**src/rtl/sir_rx_pkg.sv**
```systemverilog
package sir_rx_pkg;
    localparam logic [7:0]  CH_BOF      = 8'hC0;
    localparam logic [7:0]  CH_EOF      = 8'hC1;
    localparam logic [7:0]  CH_ESC      = 8'h7D;
    localparam logic [7:0]  ESC_FLIP    = 8'h20;
    localparam logic [15:0] FCS_INIT    = 16'hFFFF;
    localparam logic [15:0] FCS_RESIDUE = 16'hF0B8;
    localparam logic [15:0] FCS_POLY    = 16'h8408;

    localparam int ST_EMPTY   = 15;
    localparam int ST_WRAP    = 13;
    localparam int ST_ABORT   = 3;
    localparam int ST_CRCERR  = 2;
    localparam int ST_OVERRUN = 1;

    typedef enum logic [1:0] {
        S_HUNT    = 2'd0,
        S_BODY    = 2'd1,
        S_ESCAPED = 2'd2
    } rx_state_e;

    // One byte of the reflected 16-bit check, LSB first.
    function automatic logic [15:0] fcs_next(input logic [15:0] cur, input logic [7:0] din);
        logic [15:0] c;
        c = cur;
        for (int i = 0; i < 8; i++) begin
            if (c[0] ^ din[i]) c = (c >> 1) ^ FCS_POLY;
            else               c = c >> 1;
        end
        return c;
    endfunction
endpackage

```
**src/rtl/sir_fcs16.sv**
```systemverilog
module sir_fcs16 import sir_rx_pkg::*; (
    input  logic        clk,
    input  logic        rst_n,
    input  logic        clr,
    input  logic        upd,
    input  logic [7:0]  din,
    output logic [15:0] fcs_q
);
    always_ff @(posedge clk or negedge rst_n) begin
        if (!rst_n)   fcs_q <= FCS_INIT;
        else if (clr) fcs_q <= FCS_INIT;
        else if (upd) fcs_q <= fcs_next(fcs_q, din);
    end


    fcs_preset_chk: assert property (@(posedge clk) disable iff (!rst_n)
        clr |=> (fcs_q == FCS_INIT));
endmodule

```
**src/rtl/sir_ring_ptr.sv**
```systemverilog
module sir_ring_ptr #(
    parameter  int NUM_DESC = 4,
    localparam int IDX_W    = (NUM_DESC > 1) ? $clog2(NUM_DESC) : 1
) (
    input  logic             clk,
    input  logic             rst_n,
    input  logic             adv,
    input  logic             wrap,
    output logic [IDX_W-1:0] idx_q
);
    localparam logic [IDX_W-1:0] LAST = IDX_W'(NUM_DESC - 1);

    logic last_or_wrap;
    assign last_or_wrap = wrap || (idx_q == LAST);

    always_ff @(posedge clk or negedge rst_n) begin
        if (!rst_n)   idx_q <= '0;
        else if (adv) idx_q <= last_or_wrap ? '0 : idx_q + IDX_W'(1);
    end


    ring_hold_chk: assert property (@(posedge clk) disable iff (!rst_n)
        !adv |=> $stable(idx_q));
endmodule

```
**src/rtl/sir_evt_count.sv**
```systemverilog
module sir_evt_count #(
    parameter int THR_W = 4
) (
    input  logic             clk,
    input  logic             rst_n,
    input  logic             frame_done,
    input  logic [THR_W-1:0] thresh,
    output logic             evt_q
);
    logic [THR_W-1:0] cnt_q;
    logic [THR_W-1:0] eff;
    logic             hit;

    assign eff = (thresh == '0) ? THR_W'(1) : thresh;
    assign hit = ({1'b0, cnt_q} + (THR_W+1)'(1)) >= {1'b0, eff};

    always_ff @(posedge clk or negedge rst_n) begin
        if (!rst_n) begin
            cnt_q <= '0;
            evt_q <= 1'b0;
        end else begin
            evt_q <= frame_done && hit;
            if (frame_done) cnt_q <= hit ? '0 : cnt_q + THR_W'(1);
        end
    end


    evt_cause_chk: assert property (@(posedge clk) disable iff (!rst_n)
        evt_q |-> $past(frame_done));
endmodule

```
**src/rtl/sir_rx_deframer.sv**
```systemverilog
module sir_rx_deframer import sir_rx_pkg::*; #(
    parameter  int NUM_DESC  = 4,
    parameter  int BUF_BYTES = 16,
    parameter  int THR_W     = 4,
    localparam int IDX_W     = (NUM_DESC > 1) ? $clog2(NUM_DESC) : 1,
    localparam int ADDR_W    = (BUF_BYTES > 1) ? $clog2(BUF_BYTES) : 1,
    localparam int LEN_W     = $clog2(BUF_BYTES + 1)
) (
    input  logic              clk,
    input  logic              rst_n,
    input  logic              rx_valid,
    input  logic [7:0]        rx_data,
    input  logic [THR_W-1:0]  evt_thresh,
    output logic [IDX_W-1:0]  desc_rd_idx,
    input  logic              desc_rd_empty,
    input  logic              desc_rd_wrap,
    output logic              buf_we,
    output logic [IDX_W-1:0]  buf_desc,
    output logic [ADDR_W-1:0] buf_addr,
    output logic [7:0]        buf_data,
    output logic              desc_we,
    output logic [IDX_W-1:0]  desc_wr_idx,
    output logic [15:0]       desc_wr_stat,
    output logic [LEN_W-1:0]  desc_wr_len,
    output logic              frame_evt
);
    localparam logic [LEN_W-1:0] CAP = LEN_W'(BUF_BYTES);

    rx_state_e        state_q, state_d;
    logic             start, store, close, abort_close;
    logic [7:0]       store_byte;
    logic [LEN_W-1:0] cnt_q;
    logic             ovr_q, skip_q, full;
    logic [15:0]      fcs_q;
    logic [15:0]      stat_d;
    logic             done;
    logic [IDX_W-1:0] ring_idx;

    // state register
    always_ff @(posedge clk or negedge rst_n) begin
        if (!rst_n) state_q <= S_HUNT;
        else        state_q <= state_d;
    end

    // next state and frame actions
    always_comb begin
        state_d     = state_q;
        start       = 1'b0;
        store       = 1'b0;
        close       = 1'b0;
        abort_close = 1'b0;
        store_byte  = rx_data;
        if (rx_valid) begin
            unique case (state_q)
                S_HUNT: begin
                    if (rx_data == CH_BOF) begin
                        start   = 1'b1;
                        state_d = S_BODY;
                    end
                end
                S_BODY: begin
                    if (rx_data == CH_BOF) begin
                        start = 1'b1;
                    end else if (rx_data == CH_EOF) begin
                        close   = 1'b1;
                        state_d = S_HUNT;
                    end else if (rx_data == CH_ESC) begin
                        state_d = S_ESCAPED;
                    end else begin
                        store = 1'b1;
                    end
                end
                S_ESCAPED: begin
                    if (rx_data == CH_BOF) begin
                        start   = 1'b1;
                        state_d = S_BODY;
                    end else if (rx_data == CH_EOF) begin
                        close       = 1'b1;
                        abort_close = 1'b1;
                        state_d     = S_HUNT;
                    end else begin
                        store      = 1'b1;
                        store_byte = rx_data ^ ESC_FLIP;
                        state_d    = S_BODY;
                    end
                end
                default: state_d = S_HUNT;
            endcase
        end
    end

    assign full = (cnt_q >= CAP);

    // frame length, overrun and ownership tracking
    always_ff @(posedge clk or negedge rst_n) begin
        if (!rst_n) begin
            cnt_q  <= '0;
            ovr_q  <= 1'b0;
            skip_q <= 1'b0;
        end else if (start) begin
            cnt_q  <= '0;
            ovr_q  <= !desc_rd_empty;
            skip_q <= !desc_rd_empty;
        end else if (store) begin
            if (!full) cnt_q <= cnt_q + LEN_W'(1);
            else       ovr_q <= 1'b1;
        end
    end

    sir_fcs16 u_fcs (
        .clk   (clk),
        .rst_n (rst_n),
        .clr   (start),
        .upd   (store),
        .din   (store_byte),
        .fcs_q (fcs_q)
    );

    assign done = close && desc_rd_empty;

    sir_ring_ptr #(.NUM_DESC(NUM_DESC)) u_ring (
        .clk   (clk),
        .rst_n (rst_n),
        .adv   (done),
        .wrap  (desc_rd_wrap),
        .idx_q (ring_idx)
    );

    sir_evt_count #(.THR_W(THR_W)) u_evt (
        .clk        (clk),
        .rst_n      (rst_n),
        .frame_done (done),
        .thresh     (evt_thresh),
        .evt_q      (frame_evt)
    );

    always_comb begin
        stat_d             = '0;
        stat_d[ST_WRAP]    = desc_rd_wrap;
        stat_d[ST_ABORT]   = abort_close;
        stat_d[ST_OVERRUN] = !abort_close && ovr_q;
        stat_d[ST_CRCERR]  = !abort_close && !ovr_q && (fcs_q != FCS_RESIDUE);
    end

    // registered output stage
    always_ff @(posedge clk or negedge rst_n) begin
        if (!rst_n) begin
            buf_we       <= 1'b0;
            buf_desc     <= '0;
            buf_addr     <= '0;
            buf_data     <= '0;
            desc_we      <= 1'b0;
            desc_wr_idx  <= '0;
            desc_wr_stat <= '0;
            desc_wr_len  <= '0;
        end else begin
            buf_we       <= store && !skip_q && !full;
            buf_desc     <= ring_idx;
            buf_addr     <= cnt_q[ADDR_W-1:0];
            buf_data     <= store_byte;
            desc_we      <= done;
            desc_wr_idx  <= ring_idx;
            desc_wr_stat <= stat_d;
            desc_wr_len  <= cnt_q;
        end
    end

    assign desc_rd_idx = ring_idx;


    hunt_quiet_chk: assert property (@(posedge clk) disable iff (!rst_n)
        (state_q == S_HUNT) |=> !buf_we);


    desc_clear_chk: assert property (@(posedge clk) disable iff (!rst_n)
        desc_we |-> !desc_wr_stat[ST_EMPTY]);


    err_onehot_chk: assert property (@(posedge clk) disable iff (!rst_n)
        desc_we |-> $onehot0(desc_wr_stat[ST_ABORT:ST_OVERRUN]));


    owned_nowrite_chk: assert property (@(posedge clk) disable iff (!rst_n)
        buf_we |-> !$past(skip_q));


    write_lag_chk: assert property (@(posedge clk) disable iff (!rst_n)
        (buf_we || desc_we) |-> $past(rx_valid));


    no_dual_write_chk: assert property (@(posedge clk) disable iff (!rst_n)
        !(buf_we && desc_we));
endmodule

```
**config.mk**
```make
export PLATFORM = sky130hd
export DESIGN_NAME = sir_rx_deframer
export DESIGN_NICKNAME = d
export VERILOG_FILES = /design/src/rtl/sir_rx_pkg.sv /design/src/rtl/sir_fcs16.sv /design/src/rtl/sir_ring_ptr.sv /design/src/rtl/sir_evt_count.sv /design/src/rtl/sir_rx_deframer.sv
export SDC_FILE = /design/constraint.sdc
export NUM_CORES = 1
export LEC_CHECK = 0
export BUFFER_PORTS_ARGS = -buffer_cell sky130_fd_sc_hd__buf_4
export CAP_MARGIN = 10
export CORE_MARGIN = 2
export CORE_UTILIZATION = 55
export DETAILED_ROUTE_END_ITERATION = 10
export GPL_TIMING_DRIVEN = 1
export PLACE_DENSITY = 0.92
export SYNTH_ARGS = -nofsm -noshare
export SYNTH_HDL_FRONTEND = slang
export SYNTH_HIERARCHICAL = 1
export SYNTH_SLANG_ARGS = --single-unit
```
**constraint.sdc**
```tcl
create_clock -name clk -period 2.55 [get_ports clk]
set_input_delay 0.1275 -clock clk [delete_from_list [all_inputs] [get_ports clk]]
set_output_delay 0.1275 -clock clk [all_outputs]
set_load 0.1 [all_outputs]
```
Word-level counts from Yosys, hierarchy flattened
Index checks and enable logic that the tools add are counted.

Register bits: 57. Bits of input ports: 17. Output and inout port bits: 42. Word-level logic and storage cells: 131.

Add/subtract/negate cells: 4. Magnitude comparators: 2. Equal/unequal tests: 11. Muxes and demuxes: 60. Bitwise gates (word level): 17. Reduce and logical (&&, ||, !) cells: 22.

Operator list (count): 16-bit two-way mux (24); 6-bit two-way mux (4); 2-bit inverter with 3-bit output (8); 1-bit two-way mux (20); 8-bit == test, second input constant (2); 16-bit != test, second input constant (1); 5-bit two-way mux (3); 2-bit two-way mux (5); 8-bit by 7-bit == test with 1-bit output, second input constant (1); 4-bit two-way mux (2); 1-bit XOR (8); 1-bit logical AND (7); 2-bit != test, second input constant (3); 2-bit one-hot mux with 3 select lines (1); 4-bit by 1-bit adder with 5-bit output, second input constant (1); 5-bit by 1-bit adder with 5-bit output, second input constant (1); 5-bit by 4-bit >= comparator with 1-bit output (1); 5-bit >= comparator, second input constant (1); 1-bit logical NOT (5); 4-bit by 1-bit adder with 4-bit output, second input constant (1); 2-bit == test, second input constant (2); 4-bit logical NOT (1); 2-bit AND reduction (2); 4-bit AND reduction (1); 10 further kinds (11).

Depth between registers and ports, before layout
Depth after elaboration: 37. Mapped depth: 10. Gate-level depth less buffers: 9.

Cells and area by module
The synthesis kept the hierarchy.

Modules (own cells, without submodules): sir_rx_deframer (instances 1, cells each 118, area each 1390.1 µm², sequential area each 750.7 µm²); sir_fcs16 (instances 1, cells each 82, area each 1027.2 µm², sequential area each 420.4 µm²); sir_evt_count (instances 1, cells each 41, area each 396.6 µm², sequential area each 125.1 µm²); sir_ring_ptr (instances 1, cells each 9, area each 97.6 µm², sequential area each 50.0 µm²).

Least setup slack after synthesis
OpenSTA, ideal clock, no wires.

Path type: register -> register. From: register state_q[1]. To: register u_fcs.fcs_q[10]. Library setup time: 0.073 ns. Data arrival time: 2.104 ns. Data required time: 2.477 ns. Path slack: 0.373 ns. Cell stages (with the launch flop): 11. Buffers on the path: 2. Clock period less this slack: 2.177 ns. Cells stage by stage: dfrtp_1 > inv_1 > ha_1 > o31a_1 > nor2_1 > or3_1 > inv_1 > clkbuf_1 > clkbuf_1 > nor3_1 > a21oi_1.

Elaborated cells between the ends (all ways): 33. Those cells by class: eq/ne (2); mux (24); bitwise (4); reduce/logical (3).

RTL lines: from (decl) (RTL line sir_rx_deframer.sv:29) `rx_state_e state_q, state_d;`; from (signal assigned) (RTL line sir_rx_deframer.sv:42) `else state_q <= state_d;`; 2-bit == test or 2-bit by 1-bit == test with 1-bit output (tied branches) (RTL line sir_rx_deframer.sv:54) `unique case (state_q)`; 1-bit one-hot mux with 2 select lines (*) (RTL line sir_rx_deframer.sv:54); 1-bit two-way mux (*) (RTL line sir_rx_deframer.sv:53) `if (rx_valid) begin`; net store (RTL line sir_rx_deframer.sv:30) `logic start, store, close, abort_close;`; 2-bit nonzero test (no source line) (*); to (signal assigned) (RTL line sir_fcs16.sv:12) `else if (upd) fcs_q <= fcs_next(fcs_q, din);`; to (decl) (RTL line sir_fcs16.sv:7) `output logic [15:0] fcs_q`.

The timed path passes the listed nets; every way through them passes the cells marked *. The select of a mux whose other input is x is not followed. A chain may end at the register's enable or synchronous reset.

Final worst setup path
From: input port rx_data[3]. To: register u_fcs.fcs_q[8].

Elaborated cells between the ends (all ways): 46. Those cells by class: eq/ne (3); mux (38); bitwise (4); reduce/logical (1).

RTL lines: from (decl) (RTL line sir_rx_deframer.sv:12) `input logic [7:0] rx_data,`; 8-bit == test (RTL line sir_rx_deframer.sv:77) `end else if (rx_data == CH_EOF) begin`; 6-bit two-way mux (RTL line sir_rx_deframer.sv:77); 6-bit two-way mux (*) (RTL line sir_rx_deframer.sv:74) `if (rx_data == CH_BOF) begin`; 6-bit two-way mux (*) (RTL line sir_rx_deframer.sv:54); 6-bit two-way mux (*) (RTL line sir_rx_deframer.sv:53); net store_byte[5] (RTL line sir_rx_deframer.sv:31) `logic [7:0] store_byte;`; 1-bit XOR (*) (RTL line sir_rx_pkg.sv:27) `if (c[0] ^ din[i]) c = (c >> 1) ^ FCS_POLY;`; 16-bit two-way mux (*) (RTL line sir_rx_pkg.sv:27); 16-bit two-way mux (*) (RTL line sir_fcs16.sv:12); 16-bit two-way mux (*) (RTL line sir_fcs16.sv:11) `else if (clr) fcs_q <= FCS_INIT;`; 16-bit two-way mux (*) (RTL line sir_rx_pkg.sv:27); 16-bit two-way mux (*) (RTL line sir_fcs16.sv:12); 16-bit two-way mux (*) (RTL line sir_fcs16.sv:11); 16-bit two-way mux (*) (RTL line sir_rx_pkg.sv:27); 16-bit two-way mux (*) (RTL line sir_fcs16.sv:12); 16-bit two-way mux (*) (RTL line sir_fcs16.sv:11).

Marked as above.

==> reports/results.txt <==
Syn Inst Count: 250
CTS max path bufs: 2
WP data required: 2.78 ns
Initial DRT Pass Iterations: 4
Compound-Gate Fraction of Synth Area: 12.2%
sequential fraction of the synthesis area: 46.2%
share of cells above drive strength 1: 30.7%
Die Y: 76.8 um
NumNets Final: 332
H-tree Lvls: 2
vias in the first global route: 1926
1st-iter DRT viols: 95
first-pass GRT wire length: 8920 um
initial core utilization: 57.0%
Max FO, Critical Path: 8
vias: 1984
Post-Place Cell Area: 3270 um2
worst r2r src: state_q[1]
crit path time final: 2.35 ns
Slew Limit Fails: 0
met2 usage: 32.1%
Worst Tran Pin Value: 0.629 ns
DP HPWL: 4000 um
total wire length: 5320 um
routed len/inst: 14.3 um
Post CTS Setup Buffer Count: 0
mux share of post-synthesis cell area: 1.85%
Tot GR Track Use: 18.9%
Post-synth EDFFs: 0
endpoint class of the critical path: register
n_diodes: 0
worst hold path class: input pin to register
Final ANT Viol Nets: 0
Mapped Avg Cell Area: 11.6 um2
Hold EP: buf_data[0]
CTS Buf Count: 5
outcome: complete, no violations
setup violators final: 0
Die Area: 5890 um2
pin count of the biggest net entering global routing: 54
Most used DFF post-synth: dfrtp_1
power density over the cells: 1080 nW/um2
main combinational cell family by area after synthesis: XOR/XNOR gates
most common cell after layout, fill and taps aside: buf_4
hold path startpoint: rx_data[0]
Synth warnings: 6
asr flop ratio synth: 100%
FF-to-FF End: u_fcs/fcs_q[3]
top-level I/O count: 59
flops & latches, synth: 53
synthesized area: 2910 um2
crit share post-route: 92.2%
max-cap viol count: 0
VDD IR max: 665 uV
Final GP Congestion: 0.875
Arr. time, crit path: 2.58 ns
synth unique cells: 55
root buffer cell: clkbuf_8
CTS tree: done
gr busiest metal: met2
row count: 26
Max Fclk: 425 MHz
skew final: 0.00590 ns
r2r setup slk: 0.42 ns
critical path class: input pin to register
simple logic cell fraction of the synthesized area: 12.6%
TNS Setup: 0 ns
Synth Area in Adders: 5.59%
LEAKAGE: 1.66 nW
residual DRC count: 0
Area Growth Syn to Fin: 17.8%
clock-pin slew on the worst setup and hold paths: 0.09 ns
worst hold path cell count: 1
Worst R2R Path Depth: 9
PortBufs: 46
initial antenna violation count: 0
Hold Vio Cnt, Final: 0
Overflow after GRT: 0
M3 GR Usage: 3.88%
RSZ-0062 raised after global routing: no
met1 Track Usage GR: 23.9%
final hold slack: 0.0196 ns
clk_lat worst skew: 0.30 ns
commonest cells after routing, fill and taps aside: buf_4 (51), dfrtp_1 (37), inv_1 (17)
Synth Area in XOR/XNOR: 13.8%
Slew HR: 58.1%
Horiz. Die Dim: 76.8 um
vias per cell: 5.32
CP Launch Type: input pin
Core Region: 5110 um2
post-route cell area: 3430 um2
CTS Sinks: 53
-- metrics by stage --
stage	total power, W	setup slack (ns)	cells	utilization (%)
finish	0.00372	0.199	373	67.1
detailed placement	0.00324	0.342	358	63.9
global route	0.00393	0.0502	373	67.1
floorplan	0.00290	0.373	261	-
CTS	0.00371	0.0931	373	67.0
global placement	0.00317	0.445	358	63.9
-- layer usage --
metal  up-vias  routed length [um]
met3         9                 242
li1        944                   -
met5         -                   0
met4         0                  71
met2        62                2680
met1       969                2320
-- how the worst max path moves through the flow --
stage                          start         endpoint  slack (ns)  depth (start not counted)
final                     rx_data[3]   u_fcs/fcs_q[8]        0.20                         10
after global routing      rx_data[3]   u_fcs/fcs_q[8]        0.05                         10
after CTS                 rx_data[3]   u_fcs/fcs_q[8]        0.09                         10
after detailed placement  rx_data[3]   u_fcs/fcs_q[8]        0.34                          9
after global placement    rx_data[3]   u_fcs/fcs_q[8]        0.44                          9
after floorplan           state_q[1]  u_fcs/fcs_q[10]        0.37                         10
-- flip-flops by register name, summed over array words and instances (netlist names), 2 cells and up --
name,cells
buf_data,8
u_fcs/fcs_q,16
cnt_q,5
desc_wr_len,2
u_evt/cnt_q,4
buf_addr,3
desc_wr_idx,2
u_ring/idx_q,2
state_q,2
desc_wr_stat,4
-- layout make-up --
type | instances | area, um2
Clock buffer | 6 | 72.6
Clock inverter | 2 | 13.8
Fill cell | 386 | 1680
Inverter | 17 | 63.8
Multi-Input combinational cell | 167 | 1390
Sequential cell | 53 | 1350
Tap cell | 70 | 87.6
Timing Repair Buffer | 58 | 453
-- worst max-delay path: stages --
cell	delay (ns)
dlygate4sd3_1	0.54
buf_4	0.16
nor4_2	0.29
nand3_2	0.22
nor2_1	0.18
nor3_1	0.07
a21o_1	0.19
xnor2_2	0.26
xnor3_1	0.39
a21oi_1	0.16
-- synthesized netlist by cell type (5+ instances only) --
| library cell | n | share of area (%) |
|---|---|---|
| a21oi_1 | 10 | 1.7 |
| nor3_1 | 7 | 1.2 |
| xnor2_1 | 12 | 3.6 |
| dfstp_2 | 16 | 14 |
| a211o_1 | 7 | 2.1 |
| nand2_1 | 8 | 1.0 |
| nor2_1 | 15 | 1.9 |
| nor2b_1 | 8 | 1.7 |
| inv_1 | 17 | 2.2 |
| xor2_1 | 5 | 1.5 |
| clkbuf_1 | 6 | 0.77 |
| o21ai_0 | 8 | 1.4 |
| xnor3_1 | 8 | 6.2 |
| ha_1 | 13 | 5.6 |
| buf_4 | 18 | 4.6 |
| dfrtp_1 | 37 | 32 |
-- where the power goes --
part | total (W) | internal, W | switching [W]
Combinational | 0.00194 | 0.000841 | 0.00110
Clock | 0.000458 | 0.000196 | 0.000262
Sequential | 0.00132 | 0.00113 | 0.000192
-- cell families after synthesis --
kind of cell,count (synthesis)
xor gates and xnor gates,29
adders and majority gates,13
muxes,5
buffers and inverters,41
other,1
and+or+nand+nor,62
AOI/OAI and AO/OA,46
DFF,53
-- timing repair --
| action | CTS | global route |
|---|---|---|
| hold buffers | 7 | 0 |
| endpoints found under the setup margin | 0 | 2 |
| hold endpoints to repair | 43 | 0 |
| resized for setup | 0 | 1 |
No activity file was read; power rests on OpenSTA's default activity.
